File: src/rtl/gpa_pkg.sv
// Shared register-select codes and the grouping decode for the arbiter.
// Assumes a 3-bit grouping setting; values below 3 act like 3.
package gpa_pkg;

    typedef enum logic [2:0] {
        SEL_GROUP  = 3'd0,
        SEL_PRIO   = 3'd1,
        SEL_ENABLE = 3'd2,
        SEL_PEND   = 3'd3,
        SEL_ACTIVE = 3'd4
    } reg_sel_e;

    // Number of tie-break (low) bits of the urgency value for a grouping value.
    function automatic logic [2:0] tie_bits(input logic [2:0] grp);
        return (grp < 3'd3) ? 3'd0 : (grp - 3'd3);
    endfunction

endpackage

File: src/rtl/gpa_line_bank.sv
// Per-line state: urgency value, enable, pending and active flags.
// Assumes that at most one accept and one retire happen per cycle and that
// they never address the same line (an active line is never offered).
module gpa_line_bank
    import gpa_pkg::*;
#(
    parameter int NUM_LINES = 16,
    parameter int PRIO_W    = 4,
    parameter int DATA_W    = 8,
    localparam int IDX_W    = $clog2(NUM_LINES)
) (
    input  logic                               clk,
    input  logic                               rst_n,
    input  logic [NUM_LINES-1:0]               irq_req,
    input  logic                               wr_en,
    input  logic [2:0]                         wr_sel,
    input  logic [IDX_W-1:0]                   wr_line,
    input  logic [DATA_W-1:0]                  wr_data,
    input  logic                               acc_en,
    input  logic [IDX_W-1:0]                   acc_id,
    input  logic                               clr_en,
    input  logic [IDX_W-1:0]                   clr_id,
    output logic [NUM_LINES-1:0]               pend,
    output logic [NUM_LINES-1:0]               en,
    output logic [NUM_LINES-1:0]               act,
    output logic [NUM_LINES-1:0][PRIO_W-1:0]   prio
);

    for (genvar i = 0; i < NUM_LINES; i++) begin : g_line
        logic hit;
        logic sw_set;
        logic sw_clr;
        logic take_me;

        assign hit     = wr_en && (wr_line == IDX_W'(i));
        assign sw_set  = hit && (wr_sel == SEL_PEND) && wr_data[0];
        assign sw_clr  = hit && (wr_sel == SEL_PEND) && !wr_data[0];
        assign take_me = acc_en && (acc_id == IDX_W'(i));

        // Configuration fields written from the register port.
        always_ff @(posedge clk) begin
            if (!rst_n) begin
                prio[i] <= '0;
                en[i]   <= 1'b0;
            end else begin
                if (hit && wr_sel == SEL_PRIO)   prio[i] <= wr_data[PRIO_W-1:0];
                if (hit && wr_sel == SEL_ENABLE) en[i]   <= wr_data[0];
            end
        end

        // Pending flag: set sources dominate accept and software clear.
        always_ff @(posedge clk) begin
            if (!rst_n) pend[i] <= 1'b0;
            else        pend[i] <= (pend[i] && !take_me && !sw_clr) || irq_req[i] || sw_set;
        end

        // Active flag: set on accept, cleared on retire of this line.
        always_ff @(posedge clk) begin
            if (!rst_n)                                 act[i] <= 1'b0;
            else if (take_me)                           act[i] <= 1'b1;
            else if (clr_en && clr_id == IDX_W'(i))     act[i] <= 1'b0;
        end
    end


    accept_sets_chk: assert property (@(posedge clk) disable iff (!rst_n)
        acc_en |=> act[$past(acc_id)]);


    act_hold_chk: assert property (@(posedge clk) disable iff (!rst_n)
        (!acc_en && !clr_en) |=> $stable(act));

endmodule

File: src/rtl/gpa_winner.sv
// Finds the candidate line with the smallest urgency value, lowest index on
// ties. Used both for the pending pick and for the most urgent active line.
module gpa_winner #(
    parameter int NUM_LINES = 16,
    parameter int PRIO_W    = 4,
    localparam int IDX_W    = $clog2(NUM_LINES)
) (
    input  logic [NUM_LINES-1:0]             cand,
    input  logic [NUM_LINES-1:0][PRIO_W-1:0] prio,
    output logic                             found,
    output logic [IDX_W-1:0]                 idx,
    output logic [PRIO_W-1:0]                best
);

    // Ascending scan with strict compare keeps the lowest index on a tie.
    always_comb begin
        found = 1'b0;
        idx   = '0;
        best  = '0;
        for (int i = 0; i < NUM_LINES; i++) begin
            if (cand[i] && (!found || prio[i] < best)) begin
                found = 1'b1;
                idx   = IDX_W'(i);
                best  = prio[i];
            end
        end
    end

endmodule

File: src/rtl/gpa_preempt_gate.sv
// Decides whether the pending pick may interrupt the running handlers by
// comparing pre-emption parts under the current grouping.
module gpa_preempt_gate
    import gpa_pkg::*;
#(
    parameter int PRIO_W = 4
) (
    input  logic [2:0]        grp,
    input  logic              win_found,
    input  logic [PRIO_W-1:0] win_prio,
    input  logic              act_found,
    input  logic [PRIO_W-1:0] act_prio,
    output logic              grant
);

    logic [2:0]        sh;
    logic [PRIO_W-1:0] win_pre;
    logic [PRIO_W-1:0] act_pre;

    // Strip the tie-break bits and compare what is left.
    always_comb begin
        sh      = tie_bits(grp);
        win_pre = win_prio >> sh;
        act_pre = act_prio >> sh;
        grant   = win_found && (!act_found || (win_pre < act_pre));
    end

endmodule

File: src/rtl/gpa_nest_stack.sv
// LIFO of accepted line numbers; the top is the handler a retire pulse ends.
// Assumes no push while full (each entry is a distinct active line).
module gpa_nest_stack #(
    parameter int NUM_LINES = 16,
    localparam int IDX_W    = $clog2(NUM_LINES),
    localparam int CNT_W    = $clog2(NUM_LINES + 1)
) (
    input  logic             clk,
    input  logic             rst_n,
    input  logic             push,
    input  logic [IDX_W-1:0] push_id,
    input  logic             pop,
    output logic             nonempty,
    output logic [IDX_W-1:0] top_id
);

    logic [IDX_W-1:0] slot [NUM_LINES];
    logic [CNT_W-1:0] depth;
    logic [CNT_W-1:0] tpos;
    logic             pop_ok;

    assign nonempty = (depth != '0);
    assign tpos     = depth - CNT_W'(1);
    assign top_id   = nonempty ? slot[tpos[IDX_W-1:0]] : '0;
    assign pop_ok   = pop && nonempty;

    // Replace the top on pop+push, otherwise grow or shrink by one.
    always_ff @(posedge clk) begin
        if (!rst_n) begin
            depth <= '0;
            for (int i = 0; i < NUM_LINES; i++) slot[i] <= '0;
        end else if (pop_ok && push) begin
            slot[tpos[IDX_W-1:0]] <= push_id;
        end else if (push) begin
            slot[depth[IDX_W-1:0]] <= push_id;
            depth <= depth + CNT_W'(1);
        end else if (pop_ok) begin
            depth <= tpos;
        end
    end


    no_overflow_chk: assert property (@(posedge clk) disable iff (!rst_n)
        (push && !pop_ok) |-> (depth < CNT_W'(NUM_LINES)));


    empty_pop_chk: assert property (@(posedge clk) disable iff (!rst_n)
        (pop && !nonempty && !push) |=> (depth == '0));

endmodule

File: src/rtl/gpa_arbiter.sv
// Top of the grouped-priority interrupt arbiter: grouping register, register
// read mux and the accept/retire handshake around the line bank and stack.
// Assumes irq_take is only meaningful while irq_valid is high.
module gpa_arbiter
    import gpa_pkg::*;
#(
    parameter int NUM_LINES = 16,
    parameter int PRIO_W    = 4,
    parameter int DATA_W    = 8,
    localparam int IDX_W    = $clog2(NUM_LINES)
) (
    input  logic                 clk,
    input  logic                 rst_n,
    input  logic [NUM_LINES-1:0] irq_req,
    input  logic                 reg_wr,
    input  logic [2:0]           reg_sel,
    input  logic [IDX_W-1:0]     reg_line,
    input  logic [DATA_W-1:0]    reg_wdata,
    output logic [DATA_W-1:0]    reg_rdata,
    output logic                 irq_valid,
    output logic [IDX_W-1:0]     irq_id,
    input  logic                 irq_take,
    input  logic                 irq_done
);

    logic [2:0]                         grp_q;
    logic [NUM_LINES-1:0]               line_pend;
    logic [NUM_LINES-1:0]               line_en;
    logic [NUM_LINES-1:0]               line_act;
    logic [NUM_LINES-1:0][PRIO_W-1:0]   line_prio;
    logic                               win_found;
    logic [IDX_W-1:0]                   win_idx;
    logic [PRIO_W-1:0]                  win_prio;
    logic                               act_found;
    logic [IDX_W-1:0]                   act_idx;
    logic [PRIO_W-1:0]                  act_prio;
    logic                               grant;
    logic                               accept;
    logic                               stk_nonempty;
    logic [IDX_W-1:0]                   stk_top;
    logic                               done_fire;

    // Grouping setting, written through the register port.
    always_ff @(posedge clk) begin
        if (!rst_n)                              grp_q <= 3'd0;
        else if (reg_wr && reg_sel == SEL_GROUP) grp_q <= reg_wdata[2:0];
    end

    assign accept    = irq_valid && irq_take;
    assign done_fire = irq_done && stk_nonempty;
    assign irq_valid = grant;
    assign irq_id    = win_idx;

    gpa_line_bank #(.NUM_LINES(NUM_LINES), .PRIO_W(PRIO_W), .DATA_W(DATA_W)) u_bank (
        .clk     (clk),
        .rst_n   (rst_n),
        .irq_req (irq_req),
        .wr_en   (reg_wr),
        .wr_sel  (reg_sel),
        .wr_line (reg_line),
        .wr_data (reg_wdata),
        .acc_en  (accept),
        .acc_id  (win_idx),
        .clr_en  (done_fire),
        .clr_id  (stk_top),
        .pend    (line_pend),
        .en      (line_en),
        .act     (line_act),
        .prio    (line_prio)
    );

    gpa_winner #(.NUM_LINES(NUM_LINES), .PRIO_W(PRIO_W)) u_pick_pend (
        .cand  (line_pend & line_en),
        .prio  (line_prio),
        .found (win_found),
        .idx   (win_idx),
        .best  (win_prio)
    );

    gpa_winner #(.NUM_LINES(NUM_LINES), .PRIO_W(PRIO_W)) u_pick_act (
        .cand  (line_act),
        .prio  (line_prio),
        .found (act_found),
        .idx   (act_idx),
        .best  (act_prio)
    );

    gpa_preempt_gate #(.PRIO_W(PRIO_W)) u_gate (
        .grp       (grp_q),
        .win_found (win_found),
        .win_prio  (win_prio),
        .act_found (act_found),
        .act_prio  (act_prio),
        .grant     (grant)
    );

    gpa_nest_stack #(.NUM_LINES(NUM_LINES)) u_stack (
        .clk      (clk),
        .rst_n    (rst_n),
        .push     (accept),
        .push_id  (win_idx),
        .pop      (irq_done),
        .nonempty (stk_nonempty),
        .top_id   (stk_top)
    );

    // Register read mux, combinational from select and line.
    always_comb begin
        reg_rdata = '0;
        case (reg_sel)
            SEL_GROUP:  reg_rdata[2:0]        = grp_q;
            SEL_PRIO:   reg_rdata[PRIO_W-1:0] = line_prio[reg_line];
            SEL_ENABLE: reg_rdata[0]          = line_en[reg_line];
            SEL_PEND:   reg_rdata[0]          = line_pend[reg_line];
            SEL_ACTIVE: reg_rdata[0]          = line_act[reg_line];
            default:    reg_rdata             = '0;
        endcase
    end


    offer_ok_chk: assert property (@(posedge clk) disable iff (!rst_n)
        irq_valid |-> (line_en[irq_id] && line_pend[irq_id] && !line_act[irq_id]));


    flat_group_chk: assert property (@(posedge clk) disable iff (!rst_n)
        (grp_q == 3'd7 && (|line_act)) |-> !irq_valid);


    done_clears_chk: assert property (@(posedge clk) disable iff (!rst_n)
        done_fire |=> !line_act[$past(stk_top)]);


    idle_accepts_chk: assert property (@(posedge clk) disable iff (!rst_n)
        ((line_act == '0) && (|(line_pend & line_en))) |-> irq_valid);

endmodule

File: config.mk
export PLATFORM = sky130hd
export DESIGN_NAME = gpa_arbiter
export DESIGN_NICKNAME = d
export VERILOG_FILES = /design/src/rtl/gpa_pkg.sv /design/src/rtl/gpa_line_bank.sv /design/src/rtl/gpa_winner.sv /design/src/rtl/gpa_preempt_gate.sv /design/src/rtl/gpa_nest_stack.sv /design/src/rtl/gpa_arbiter.sv
export SDC_FILE = /design/constraint.sdc
export NUM_CORES = 1
export LEC_CHECK = 0
export CELL_PAD_IN_SITES_DETAIL_PLACEMENT = 1
export CELL_PAD_IN_SITES_GLOBAL_PLACEMENT = 2
export CORE_MARGIN = 4
export CORE_UTILIZATION = 35
export CTS_CLUSTER_SIZE = 20
export DETAILED_ROUTE_END_ITERATION = 12
export PLACE_DENSITY_LB_ADDON = 0.1
export SYNTH_ARGS = -nofsm -noshare
export SYNTH_HDL_FRONTEND = slang
export SYNTH_SLANG_ARGS = --single-unit
export TNS_END_PERCENT = 20
File: constraint.sdc
create_clock -name clk -period 27.8 [get_ports clk]
set_input_delay 4.17 -clock clk [delete_from_list [all_inputs] [get_ports clk]]
set_output_delay 4.17 -clock clk [all_outputs]
set_load 0.05 [all_outputs]
### Yosys cells after proc, flatten, opt, wreduce, memory -nomap -nowiden

Memory sizes are Yosys's and may differ from the RTL's.
Cells that the tools add are included.

* register bits after elaboration: 120
* memory bits (writable): 64
* output and inout bits: 13
* word-level logic and storage cells: 643
* memories: 1

* add/subtract/negate cells: 3
* magnitude comparators: 33
* equal/unequal tests: 49
* shift-type cells: 2
* multiplexer cells: 140
* bitwise logic cells: 2
* reductions and logical operators: 347

Memory list
* u_stack.slot: depth 16, width 4, read ports 1, clocked after Yosys merged registers in 0, write ports 16, line gpa_nest_stack.sv:17 `logic [IDX_W-1:0] slot [NUM_LINES];`

Operator list (count)
* logical AND 1 bit: 195
* two-way mux 4 bit: 46
* < comparator 4 bit: 31
* == test 4 bit, second input constant: 24
* two-way mux 1 bit: 79
* zero test 1 bit: 64
* logical OR 1 bit: 63
* == test 4 x 3 -> 1 bit, second input constant: 12
* nonzero test 2 bit: 17
* == test 4 x 2 -> 1 bit, second input constant: 6
* AND 16 bit: 1
* binary-select mux 4 bit (select 4 bit): 1
* two-way mux 3 bit: 5
* binary-select mux 1 bit (select 4 bit): 3
* == test 4 x 1 -> 1 bit, second input constant: 3
* zero test 4 bit: 3
* two-way mux 5 bit: 2
* OR reduction 4 bit: 2
* right shift 4 x 3 -> 4 bit: 2
* == test 3 x 2 -> 1 bit, second input constant: 2
* adder 5 x 1 -> 5 bit, second input constant: 1
* < comparator 4 x 5 -> 1 bit, second input constant: 1
* case mux 1 bit (5 select lines): 1
* nonzero test 5 bit: 1
* 10 further kinds: 11

### Longest topological paths before layout

Gate-level depths: netlist of the first run.

* depth after elaboration: 74
* gate-level depth with buffers: 152
* gate-level depth less buffers: 145

### Hierarchy

Synthesis of the first run repeated with hierarchy kept, for this count alone.

* cells, all modules: 1951
* area total of the unflattened synthesis: 17165.2 um2

Modules (own cells, without submodules)
* gpa_line_bank: times used 1, cells each 514, area each 4909.7 um2, seq. area each 2242.2 um2
* gpa_nest_stack: times used 1, cells each 280, area each 3776.1 um2, seq. area each 2021.9 um2
* gpa_winner (u_pick_act): times used 1, cells each 541, area each 3627.2 um2, seq. area each 0.0 um2
* gpa_winner (u_pick_pend): times used 1, cells each 477, area each 3299.4 um2, seq. area each 0.0 um2
* gpa_arbiter: times used 1, cells each 100, area each 1226.2 um2, seq. area each 60.1 um2
* gpa_preempt_gate: times used 1, cells each 39, area each 326.6 um2, seq. area each 0.0 um2

### Worst setup path after synthesis of the first run

OpenSTA, ideal clock, no wires.

* kind: reg-to-output
* from: register u_bank.pend[0]
* to: output port irq_valid
* arrival: 24094 ps
* setup slack: -464 ps
* stages on the path, launching flop included: 131
* buffers on the path: 3
* cell sequence: dfxtp_1 > and2_1 > buf_4 > nand2_1 > ha_1 > o21a_1 > nor3_2 > nor3_1 > nand3_1 > o21ai_0 > inv_1 > ha_1 > a21oi_1 > and2_1 > o21ai_0 > a21oi_2 > nor2_1 > a21oi_1 > (+95 left out) > nand2_1 > o21ai_0 > inv_1 > ha_1 > a2111oi_0 > nor3b_1 > o311ai_2 > o21a_2 > mux2_2 > o211a_1 > ha_1 > a21o_1 > a21oi_1 > o21ai_0 > nor3_1 > o311ai_1 > a41o_1 > nand2_1

* cells in the longest elaborated chain, start to end: 66

Ends and longest elaborated chain
* start: declaration: line gpa_line_bank.sv:23 `output logic [NUM_LINES-1:0] pend,`
* start signal: indexed assignment: line gpa_line_bank.sv:54 `else pend[i] <= (pend[i] && !take_me && !sw_clr) || irq_req[i] || sw_set;`
* AND 16 bit *: line gpa_arbiter.sv:73 `.cand (line_pend & line_en),`
* two-way mux 4 bit / two-way mux 1 bit (equally long branches): line gpa_winner.sv:21 `if (cand[i] && (!found || prio[i] < best)) begin`
* < comparator 4 bit / zero test 1 bit (equally long branches): line gpa_winner.sv:21
* logical OR 1 bit: line gpa_winner.sv:21
* logical AND 1 bit: line gpa_winner.sv:21
* two-way mux 4 bit / two-way mux 1 bit (equally long branches): line gpa_winner.sv:21
* < comparator 4 bit / zero test 1 bit (equally long branches): line gpa_winner.sv:21
* logical OR 1 bit: line gpa_winner.sv:21
* (+50 left out)
* < comparator 4 bit / zero test 1 bit (equally long branches): line gpa_winner.sv:21
* logical OR 1 bit: line gpa_winner.sv:21
* logical AND 1 bit: line gpa_winner.sv:21
* two-way mux 4 bit: line gpa_winner.sv:21
* right shift 4 x 3 -> 4 bit: line gpa_preempt_gate.sv:23 `win_pre = win_prio >> sh;`
* < comparator 4 bit: line gpa_preempt_gate.sv:25 `grant = win_found && (!act_found || (win_pre < act_pre));`
* logical OR 1 bit: line gpa_preempt_gate.sv:25
* logical AND 1 bit *: line gpa_preempt_gate.sv:25
* end: declaration: line gpa_arbiter.sv:20 `output logic irq_valid,`

Every way passes the cells marked *; elsewhere a longest branch is shown, timed or not.

### Final worst setup path of the first run

* from: register u_bank.act[0]
* to: output port irq_valid

* cells in the longest elaborated chain, start to end: 65

Ends and longest elaborated chain
* start: declaration: line gpa_line_bank.sv:25 `output logic [NUM_LINES-1:0] act,`
* start signal: indexed assignment: line gpa_line_bank.sv:59 `if (!rst_n) act[i] <= 1'b0;`
* start signal: indexed assignment: line gpa_line_bank.sv:60 `else if (take_me) act[i] <= 1'b1;`
* start signal: indexed assignment: line gpa_line_bank.sv:61 `else if (clr_en && clr_id == IDX_W'(i)) act[i] <= 1'b0;`
* two-way mux 4 bit / two-way mux 1 bit (equally long branches): line gpa_winner.sv:21
* < comparator 4 bit / zero test 1 bit (equally long branches): line gpa_winner.sv:21
* logical OR 1 bit: line gpa_winner.sv:21
* logical AND 1 bit: line gpa_winner.sv:21
* two-way mux 4 bit / two-way mux 1 bit (equally long branches): line gpa_winner.sv:21
* < comparator 4 bit / zero test 1 bit (equally long branches): line gpa_winner.sv:21
* logical OR 1 bit: line gpa_winner.sv:21
* logical AND 1 bit: line gpa_winner.sv:21
* (+49 left out)
* < comparator 4 bit / zero test 1 bit (equally long branches): line gpa_winner.sv:21
* logical OR 1 bit: line gpa_winner.sv:21
* logical AND 1 bit: line gpa_winner.sv:21
* two-way mux 4 bit: line gpa_winner.sv:21
* right shift 4 x 3 -> 4 bit: line gpa_preempt_gate.sv:24 `act_pre = act_prio >> sh;`
* < comparator 4 bit: line gpa_preempt_gate.sv:25
* logical OR 1 bit *: line gpa_preempt_gate.sv:25
* logical AND 1 bit *: line gpa_preempt_gate.sv:25

Marked as above.

==> summary.txt, run 1 <==
Logic synthesis
  • Cell count after synthesis: 1,887
  • Yosys cell types: 105
  • Ys flop type: dfxtp_1
  • Post-synthesis async set-or-reset flop share: 0%
  • Mapped Area: between 15,000 and 20,000 µm²
  • Largest area contributor in the netlist: dfxtp_1
  • Mapped Avg Cell Area: ~8.3 µm²
  • Synthesized flop and latch total: 184
  • Number of flops mapped to enable cells by yosys: 64
  • Top-area cell type share of the netlist area: between 10% and 20%
  • Sequential fraction of the synthesis area: 27.5%
  • Yosys warning count: 0
  • Synth top area cells: dfxtp_1 (15%), edfxtp_1 (12%), mux4_2 (7.3%), ha_1 (6.7%), nand2_1 (4.8%)

Layout
  • Nets: 2,462
  • Number of non-filler instances in the completed layout: 2,949
  • Share of layout cells above drive strength 1: 38.2%
  • Fill cells: 5,150
  • Syn-to-layout area delta: 42.8%

Clock tree
  • Bufs on Longest Clock Path: 2
  • Clk slew on worst S/H paths: 70 ps
  • CTS tree: done
  • Clock Tree Root: clkbuf_16
  • CTS buffer count: 17
  • CTS H-tree lvls: 4
  • CTS sink count: 184
  • CTS Hold Bufs: 0
  • Clock latency on the worst-skew pair: 440 ps

STA
  • Max Freq: around 0.035 GHz
  • Hold Slack: 483 ps
  • Final hold vios: 0
  • Rel. slew slack: between 10% and 20%
  • Worst Tran Pin Value: 1280 ps
  • Setup-failing EPs final: 1
  • Max-slew violations: 0
  • Max Clock Skew: 16.0 ps
  • Period utilization: 101%
  • RSZ-0062 raised after global routing: true
  • Minimum clock period: 28,210 ps
  • Slack of the critical path: -412 ps

Floorplanning
  • Die area: ~48,000 µm²
  • Ports: 49
  • Die width: 220 µm
  • Starting density of the core: 35.5%
  • Total core area: 44,300 µm²
  • Die H: between 200 and 250 µm
  • # rows: 77

Drt
  • DR vias: 17,100
  • Routed len/inst: 23.8 µm
  • Starting DRT DRC Count: 1,110
  • Pre-Repair DR Iteration Count: 5
  • Post-Route WL: 70,100 µm
  • Via-per-instance ratio: between 5 and 6
  • Remaining DRCs: 0
  • Routed Antenna Nets: 0

Power
  • Power Dens Cells: roughly 31 nW/µm²
  • Leakage Power: 8.56 nW
  • IR drop worst, VDD: 0.0000375 V

Critical path
  • Critical-path maximum fanout: 7
  • CP Launch Point: u_bank.act[0]$_SDFFE_PN0P_
  • Crit Path Class: flop to output pin
  • CP Capture Type: output pin
  • R2r setup slk: around 1800 ps
  • Crit path to: irq_valid
  • Max incr delay on CP: approximately 380 ps
  • Top cell by count, worst path: a21o_1
  • WP data required: 23,630 ps
  • Reg-to-Reg End: u_stack.slot[4][2]$_SDFFCE_PN0P_
  • Worst-case reg-to-reg path depth: 152
  • Reg2reg start: u_bank.act[0]$_SDFFE_PN0P_
  • Worst Setup Start Kind: flop
  • CP arrival: 24,040 ps
  • Critical path's slowest cell: dfxtp_4

Global route
  • First-pass GRT wire length: 105,000 µm
  • Tot GR Track Use: 27.6%
  • Total grt overflow: 0
  • Vias in the first global route: 17,900
  • Initial antenna violation count: 1
  • Largest net degree at the start of global routing: 115

Placement
  • DP Worst Slack: -1710 ps
  • Hpwl dp: 49,400 µm
  • Cells after DPL: 2,714
  • Port Buffers: 40
  • Routability Congestion: 0.891

Run status
  • Status: finished, violations left
  • Failing checks: negative setup slack

Run
  • Max-cap violations: 0

Min path
  • Worst min-delay path class: flop to flop
==> sequential cells by signal (all words and copies together) (netlist names) <==
register	flops
u_stack.slot	64
u_bank.prio	64
grp_q	3
u_bank.act	16
u_bank.en	16
u_stack.depth	5
u_bank.pend	16
==> critical path, delay by kind of cell, from the launching register on <==
family,cells,cell delay [ps]
muxes,5,1270
buffers and inverters,26,3150
adders and majority gates,16,3660
and+or+nand+nor,26,3810
DFF,1,380
AOI/OAI and AO/OA,68,11280
==> metal layers <==
| layer | part of all wire (%) | wire length (µm) | GRT usage, % | vias up |
|---|---|---|---|---|
| li1 | - | - | - | 7942 |
| met1 | 45 | 31600 | 37.2 | 8719 |
| met2 | 50 | 34800 | 47.7 | 346 |
| met3 | 2.8 | 1950 | 2.19 | 99 |
| met4 | 2.5 | 1740 | 7.41 | 2 |
| met5 | 0.011 | 8 | 0 | - |
==> per-stage QoR <==
step                total power [mW]  utilization (%)  TNS [ps]  instance area [µm²]
detailed placement             0.452             42.3     -2050                18700
global placement               0.448             42.3     -1030                18700
finish                         0.698             50.7      -412                22500
CTS                            0.699             47.7         0                21100
global route                   0.726             50.7     -1910                22500
floorplan                      0.402                -         0                15800
==> layout by cell type (no fill, tap or decap), types with 25 or more instances in the layout <==
master / instances
buf_4: 485
nand2_1: 181
nor2_1: 160
dfxtp_1: 116
o21ai_0: 95
nand3_1: 74
inv_1: 68
edfxtp_1: 64
a21boi_0: 63
a21oi_1: 55
mux2i_1: 53
mux4_2: 51
nor2b_1: 44
ha_1: 43
clkdlybuf4s50_1: 33
o21ai_1: 32
ha_4: 30
o21a_1: 29
a21oi_2: 29
a21o_1: 29
nand2b_1: 28
o211ai_1: 27
o21ai_2: 25
==> cells in the mapped netlist, types with 24 or more instances <==
library cell,n
ha_1,84
a211oi_1,28
a21oi_1,87
nor3_1,26
o211ai_1,27
mux2i_1,62
a31oi_1,24
mux4_2,51
o21ai_0,130
edfxtp_1,64
dfxtp_1,120
inv_1,82
o21ai_1,25
a21boi_0,68
clkbuf_1,77
nor2_1,174
nor2b_1,47
nand2_1,201
a21o_1,30
nand3_1,79
o21a_1,30
nand2b_1,29
==> cell type report <==
class / count / area [µm²] / area share, %
Clock buffer: 17 / 425 / 1.89
Timing Repair Buffer: 541 / 4280 / 19.0
Antenna cell: 2 / 5.00 / 0.0223
Clock inverter: 15 / 160 / 0.713
Sequential cell: 184 / 4330 / 19.3
Inverter: 84 / 325 / 1.45
Multi-Input combinational cell: 1514 / 12200 / 54.3
Tap cell: 592 / 741 / 3.30
==> worst min-delay path by stage <==
stage	start	to	slack, ps	cells after the start
after floorplan	u_stack.depth[4]$_SDFFE_PN0P_	u_stack.depth[4]$_SDFFE_PN0P_	450	2
after global placement	u_stack.depth[4]$_SDFFE_PN0P_	u_stack.depth[4]$_SDFFE_PN0P_	470	2
after detailed placement	u_stack.depth[4]$_SDFFE_PN0P_	u_stack.depth[4]$_SDFFE_PN0P_	480	2
after CTS	u_stack.depth[4]$_SDFFE_PN0P_	u_stack.depth[4]$_SDFFE_PN0P_	490	2
after global routing	u_stack.depth[4]$_SDFFE_PN0P_	u_stack.depth[4]$_SDFFE_PN0P_	520	2
final	u_stack.depth[4]$_SDFFE_PN0P_	u_stack.depth[4]$_SDFFE_PN0P_	480	2
==> kinds of logic (layout without fill, tap and decap cells) <==
kind of cell               after synthesis  after routing  synth area share, %
DFF                                    184            184                 27.5
AOI/OAI and AO/OA                      606            606                 26.8
xor gates and xnor gates                12             12                0.668
adders and majority gates               93             93                 7.26
and+or+nand+nor                        670            670                 20.4
other                                    1              6               0.0238
muxes                                  129            129                 12.5
buffers and inverters                  192            657                 4.91
==> timing repair <==
| action | 4_1_cts | 5_1_grt |
|---|---|---|
| gates resized for setup | 171 | 189 |
| endpoints found under the setup margin | 5 | 33 |
| setup buffers | 146 | 57 |
| pin swaps | 87 | 158 |
==> report_power, final <==
group          internal [mW]  total, mW  switching [mW]
clock network          0.128      0.250           0.122
logic                 0.0622      0.156          0.0937
registers              0.285      0.292         0.00757
total                  0.475      0.698           0.223
Note: power is estimated with default switching activity, not from simulation.
==> run 2, diff against run 1 <==
--- a/config.mk
+++ b/config.mk
@@ -5,8 +5,8 @@
 export SDC_FILE = /design/constraint.sdc
 export NUM_CORES = 1
 export LEC_CHECK = 0
-export CELL_PAD_IN_SITES_DETAIL_PLACEMENT = 1
-export CELL_PAD_IN_SITES_GLOBAL_PLACEMENT = 2
+export CELL_PAD_IN_SITES_DETAIL_PLACEMENT = 0
+export CELL_PAD_IN_SITES_GLOBAL_PLACEMENT = 1
 export CORE_MARGIN = 4
 export CORE_UTILIZATION = 35
 export CTS_CLUSTER_SIZE = 20
==> run 2 against run 1 <==
The run now ends clean. Sequential power is essentially flat. Clock-buffer cell count is the same. Clock power grew 4%. Power grew 0.94%. Flip-flop and latch count is the same. Critical path depth grew 3. Cell area shrank 3.6%. Critical path type unchanged. Utilization shrank 1.8 points. Routed wire length shrank 13%. Final cell count shrank 3.0%. Global-route usage shrank 3.7 points.
==> summary.txt, run 2 (synthesized netlist as in run 1, its figures left out) <==
Clock tree
  • CTS H-tree lvls: 4 (unchanged)
  • Clk slew on worst S/H paths: 70 ps (about the same)
  • Clock Tree Root: clkbuf_16
  • CTS tree: done
  • CTS buffer count: 17 (unchanged)
  • Clock latency on the worst-skew pair: 440 ps (about the same)
  • CTS sink count: 184 (unchanged)
  • Bufs on Longest Clock Path: 2 (unchanged)

Power
  • IR drop worst, VDD: 0.0000543 V (+45%)
  • Leakage Power: 8.16 nW (-4.6%)
  • Power Dens Cells: 32.5 nW/µm² (+4.7%)

STA
  • Worst Tran Pin Value: 1190 ps (-82.8 ps)
  • Period utilization: 98.8% (-2.7 points)
  • Max Freq: 0.0364 GHz (+2.7%)
  • Final hold vios: 0 (unchanged)
  • Setup-failing EPs final: 0 (-1)
  • Max-slew violations: 0 (unchanged)
  • RSZ-0062 raised after global routing: true
  • Minimum clock period: 27,470 ps (-740 ps)
  • Final TNS setup: 0 ps (+412 ps)
  • Slack of the critical path: 328 ps (+740 ps)
  • Hold Slack: 493 ps (+9.46 ps)
  • Rel. slew slack: 19.9% (+5.5 points)
  • Max Clock Skew: 19.2 ps (+3.20 ps)

Drt
  • Pre-Repair DR Iteration Count: 5 (unchanged)
  • Post-Route WL: 60,900 µm (-13%)
  • Starting DRT DRC Count: 964 (-13%)
  • Remaining DRCs: 0 (unchanged)
  • DR vias: 16,300 (-4.5%)
  • Routed Antenna Nets: 0 (unchanged)
  • Routed len/inst: 21.3 µm (-10%)
  • Via-per-instance ratio: 5.71 (-1.6%)

Floorplanning
  • Total core area: 44,300 µm² (unchanged)
  • # rows: 77 (unchanged)
  • Starting density of the core: 35.5% (unchanged)
  • Die H: 220 µm (unchanged)
  • Die width: 220 µm (unchanged)
  • Ports: 49 (unchanged)
  • Die area: 48,400 µm² (unchanged)

Placement
  • DP Worst Slack: -838 ps (+870 ps)
  • Cells after DPL: 2,704 (-0.37%)
  • Hpwl dp: 45,000 µm (-9.0%)
  • Port Buffers: 40 (unchanged)
  • Routability Congestion: 0.882 (-0.97%)

Layout
  • Commonest cells after routing, fill and taps aside: buf_4 (401), nand2_1 (184), nor2_1 (160), dfxtp_1 (114), o21ai_0 (96)
  • Share of layout cells above drive strength 1: 35.5% (-2.7 points)
  • Most common cell after layout, fill and taps aside: buf_4
  • Diode count: 0 (-2)
  • Number of non-filler instances in the completed layout: 2,860 (-3.0%)
  • Fin util: 48.9% (-1.8 points)
  • Biggest regs: u_bank.prio (64), u_stack.slot (64)
  • Syn-to-layout area delta: 37.7%
  • Nets: 2,375 (-3.5%)

Critical path
  • Top cell by count, worst path: buf_4
  • Critical path's slowest cell: dfxtp_4
  • Worst Setup Start Kind: flop
  • Critical-path maximum fanout: 7 (unchanged)
  • CP arrival: 23,300 ps (-740 ps)
  • R2r setup slk: 2370 ps (+570 ps)
  • WP data required: 23,630 ps (about the same)
  • Max incr delay on CP: 380 ps (about the same)
  • Crit Path Class: flop to output pin
  • CP Capture Type: output pin

Global route
  • First-pass GRT wire length: 90,400 µm (-14%)
  • Grt met1 use: 33.2% (-4.0 points)
  • Total grt overflow: 0 (unchanged)
  • Vias in the first global route: 15,600 (-13%)
  • Initial antenna violation count: 0 (-1)
  • Largest net degree at the start of global routing: 107 (-7.0%)
  • GRT Max-Usage Layer: met2
  • Tot GR Track Use: 23.9% (-3.7 points)
  • Met2 GRT Util: 40.6% (-7.1 points)
  • Met3 Use GR: 2.00% (-0.19 points)

Run status
  • Status: finished, final reports clean

Min path
  • Worst min-delay path class: flop to flop

Run
  • Max-cap violations: 0 (unchanged)
==> run 2: cell count changes in the layout (fill, tap and decap cells not counted), sizes merged <==
cell    previous run  this run
inv               91        94
clkinv             7         3
buf              508       421
diode              2         0
bufinv             1         2
==> run 2: repair_timing <==
action                     CTS  global route
hold buffers                 0             0
resized for setup          114           221
setup buffers               76            50
pin swaps                   66           149
setup endpoints to repair    5            69
==> run 2: per-layer routing <==
metal | vias to the layer above | part of all wire, %
li1 | 7783 | -
met1 | 8103 | 46
met2 | 381 | 49
met3 | 67 | 3.7
met4 | 0 | 1.9
met5 | - | 0
==> run 2: worst paths after layout <==
check / cells past startpoint / end / start
worst min-delay path: 2 / u_stack.depth[4]$_SDFFE_PN0P_ / u_stack.depth[4]$_SDFFE_PN0P_
worst min register to register: 2 / u_stack.depth[4]$_SDFFE_PN0P_ / u_stack.depth[4]$_SDFFE_PN0P_
worst max register to register: 150 / u_stack.slot[7][3]$_SDFFCE_PN0P_ / u_bank.act[0]$_SDFFE_PN0P_
worst max-delay path: 144 / irq_valid / u_bank.act[0]$_SDFFE_PN0P_
==> run 2: worst max-delay path, delay by kind of cell, from the launching register on <==
family                     cells  cell delay (ps)
AOI/OAI and AO/OA             60             9280
buffers and inverters         38             4530
adders and majority gates     14             3430
and+or+nand+nor               25             3280
muxes                          7             1920
DFF                            1              380
==> run 2: cell type report <==
type / count / area [µm²]
timing repair buffer: 454 / 3610
clock buffer: 17 / 425
fill: 4265 / 22700
tap: 592 / 741
multi-input combinational: 1514 / 12000
sequential: 184 / 4330
clock inverter: 15 / 193
inverter: 84 / 318
==> run 2: per-stage QoR <==
step	cell area [µm²]	power [mW]
after detailed placement	18700	0.450
after global routing	21700	0.733
after CTS	20300	0.708
after floorplan	15800	0.402
final	21700	0.704
after global placement	18700	0.448
==> run 2: report_power, final <==
part | switching (mW) | leakage [nW] | internal (mW)
registers | 0.00766 | 1.64 | 0.285
clock network | 0.121 | 0.307 | 0.138
logic | 0.0921 | 6.22 | 0.0606
total | 0.221 | 8.16 | 0.484
==> run 3, diff against run 2 <==
--- a/config.mk
+++ b/config.mk
@@ -7,7 +7,6 @@
 export LEC_CHECK = 0
 export CELL_PAD_IN_SITES_DETAIL_PLACEMENT = 0
 export CELL_PAD_IN_SITES_GLOBAL_PLACEMENT = 1
-export CORE_MARGIN = 4
 export CORE_UTILIZATION = 35
 export CTS_CLUSTER_SIZE = 20
 export DETAILED_ROUTE_END_ITERATION = 12
==> run 3 against run 2 <==
Flip-flop and latch count unchanged. Clock-buffer cell count did not move. Combinational power about the same. Largest cell class unchanged. Highest routed layer unchanged.
==> summary.txt, run 3 (synthesized netlist as in run 1, its figures left out) <==
Clock tree
  • CTS buffer count: 17 (unchanged)
  • CTS sink count: 184 (unchanged)
  • Clk slew on worst S/H paths: 80 ps (about the same)
  • Clock Tree Root: clkbuf_16
  • Clock latency on the worst-skew pair: 440 ps (about the same)
  • Bufs on Longest Clock Path: 2 (unchanged)
  • CTS Hold Bufs: 0 (unchanged)
  • CTS H-tree lvls: 4 (unchanged)
  • CTS tree: done

Critical path
  • CP arrival: 23,410 ps (+110 ps)
  • Worst-case reg-to-reg path depth: 151 (+0.67%)
  • Crit path to: irq_valid
  • Top cell by count, worst path: buf_4
  • CP Launch Point: u_bank.act[0]$_SDFFE_PN0P_
  • Reg-to-Reg End: u_stack.slot[4][1]$_SDFFCE_PN0P_
  • R2r setup slk: 2340 ps (-30 ps)
  • WP data required: 23,630 ps (about the same)
  • Crit Path Class: flop to output pin
  • CP Capture Type: output pin
  • Reg2reg start: u_bank.act[0]$_SDFFE_PN0P_
  • Critical-path maximum fanout: 7 (unchanged)
  • Worst Setup Start Kind: flop
  • Max incr delay on CP: 470 ps (+90 ps)
  • Critical path's slowest cell: o41a_1

Placement
  • Cells after DPL: 2,700 (-0.15%)
  • Port Buffers: 40 (unchanged)
  • Hpwl dp: 45,100 µm (+0.33%)
  • Routability Congestion: 0.891 (+0.97%)

Global route
  • Initial antenna violation count: 0 (unchanged)
  • Largest net degree at the start of global routing: 113 (+5.6%)
  • Total grt overflow: 0 (unchanged)
  • Tot GR Track Use: 25.9% (+2.0 points)
  • First-pass GRT wire length: 93,400 µm (+3.3%)
  • Vias in the first global route: 16,100 (+3.2%)

Power
  • Leakage Power: 8.21 nW (+0.60%)
  • Sw Ratio: 31.9% (+0.54 points)
  • Combinational Power Share: 21.8% (about the same)
  • Power Dens Cells: 31.9 nW/µm² (-2.0%)
  • PnR Total Power: 697 µW (-1.0%)
  • Switch Pwr: 222 µW (+0.71%)
  • Flop pwr share: 41.9% (+0.4 points)
  • Clock share of power: 36.3% (-0.5 points)
  • IR drop worst, VDD: 0.0000464 V (-15%)
  • Int Pwr: 475 µW (-1.8%)

Drt
  • Routed Antenna Nets: 0 (unchanged)
  • DR vias: 16,400 (+0.48%)
  • Post-Route WL: 61,700 µm (+1.3%)
  • Starting DRT DRC Count: 949 (-1.6%)
  • Via-per-instance ratio: 5.70 (-0.15%)
  • Routed len/inst: 21.4 µm (+0.66%)
  • Remaining DRCs: 0 (unchanged)
  • Pre-Repair DR Iteration Count: 5 (unchanged)

STA
  • Worst Tran Pin Value: 1210 ps (+19.8 ps)
  • Max Clock Skew: 15.1 ps (-4.08 ps)
  • Max-slew violations: 0 (unchanged)
  • Max Freq: 0.0363 GHz (-0.38%)
  • Final TNS setup: 0 ps (unchanged)
  • RSZ-0062 raised after global routing: true
  • Minimum clock period: 27,580 ps (+105 ps)
  • Final hold vios: 0 (unchanged)
  • Rel. slew slack: 18.6% (-1.3 points)
  • Setup-failing EPs final: 0 (unchanged)
  • Period utilization: 99.2% (+0.38 points)

Layout
  • Syn-to-layout area delta: 39.0%
  • Nets: 2,393 (+0.76%)
  • Number of non-filler instances in the completed layout: 2,878 (+0.63%)
  • Commonest cells after routing, fill and taps aside: buf_4 (418), nand2_1 (182), nor2_1 (161), dfxtp_1 (115), o21ai_0 (98)
  • Most common cell after layout, fill and taps aside: buf_4
  • Diode count: 0 (unchanged)
  • Biggest regs: u_bank.prio (64), u_stack.slot (64)
  • Share of layout cells above drive strength 1: 35.8% (+0.33 points)

Run status
  • Status: finished, final reports clean

Floorplanning
  • Die width: 214 µm (-2.7%)
  • Total core area: 44,300 µm² (unchanged)
  • Starting density of the core: 35.5% (unchanged)
  • Die area: 45,800 µm² (-5.4%)
  • # rows: 77 (unchanged)
  • Ports: 49 (unchanged)
  • Die H: 214 µm (-2.7%)

Min path
  • Worst min-delay path class: flop to flop

Run
  • Max-cap violations: 0 (unchanged)
==> run 3: power by group through the flow <==
stage                     Combinational (mW)  Clock (mW)  Sequential (mW)
final                                  0.152       0.253            0.292
after global routing                   0.165       0.268            0.293
after CTS                              0.152       0.257            0.292
after detailed placement               0.150           0            0.298
after global placement                 0.148           0            0.298
after floorplan                        0.108           0            0.294
==> run 3: worst min-delay path by stage <==
stage / from / endpoint / slack (ps) / cells past startpoint
after floorplan: u_stack.depth[4]$_SDFFE_PN0P_ / u_stack.depth[4]$_SDFFE_PN0P_ / 450 / 2
after global placement: u_stack.depth[4]$_SDFFE_PN0P_ / u_stack.depth[4]$_SDFFE_PN0P_ / 470 / 2
after detailed placement: u_stack.depth[4]$_SDFFE_PN0P_ / u_stack.depth[4]$_SDFFE_PN0P_ / 480 / 2
after CTS: u_stack.depth[4]$_SDFFE_PN0P_ / u_stack.depth[4]$_SDFFE_PN0P_ / 490 / 2
after global routing: u_bank.en[4]$_SDFFE_PN0P_ / u_bank.en[4]$_SDFFE_PN0P_ / 520 / 2
final: u_bank.en[4]$_SDFFE_PN0P_ / u_bank.en[4]$_SDFFE_PN0P_ / 490 / 2
==> run 3: area by class of cell <==
cell class	count	area [µm²]
Tap cell	592	741
Sequential cell	184	4340
Clock buffer	17	425
Fill cell	4283	22400
Multi-Input combinational cell	1514	12100
Clock inverter	15	180
Timing Repair Buffer	472	3740
Inverter	84	320
==> run 3: per-layer routing <==
| metal | up-vias | track usage, % | wire, µm |
|---|---|---|---|
| met5 | - | 0 | 0 |
| met1 | 8130 | 35.5 | 28100 |
| met3 | 86 | 2.04 | 2280 |
| met4 | 0 | 5.80 | 1330 |
| li1 | 7798 | - | - |
| met2 | 398 | 44.2 | 30000 |
==> run 3: through the flow <==
step | hold slack (ps) | area (µm²) | setup slack (ps) | utilization, %
finish | 487 | 21900 | 222 | 49.4
global route | 523 | 21900 | -923 | 49.4
CTS | 490 | 20600 | 6.08 | 46.4
detailed placement | 479 | 18600 | -899 | 42.1
global placement | 469 | 18600 | -735 | 42.1
floorplan | 450 | 15800 | 30.7 | -
==> run 3: what timing repair did <==
item / 4_1_cts / 5_1_grt
setup endpoints to repair: 5 / 69
buffers inserted: 102 / 49
pin swaps: 67 / 155
cloned: 0 / 0
resized for setup: 135 / 206
==> run 3: critical path, delay by kind of cell (launching register included) <==
family | cells | cell delay, ps
AOI/OAI and AO/OA | 52 | 9060
buffers and inverters | 47 | 5370
adders and majority gates | 13 | 3130
DFF | 1 | 380
and+or+nand+nor | 26 | 3480
muxes | 6 | 1530
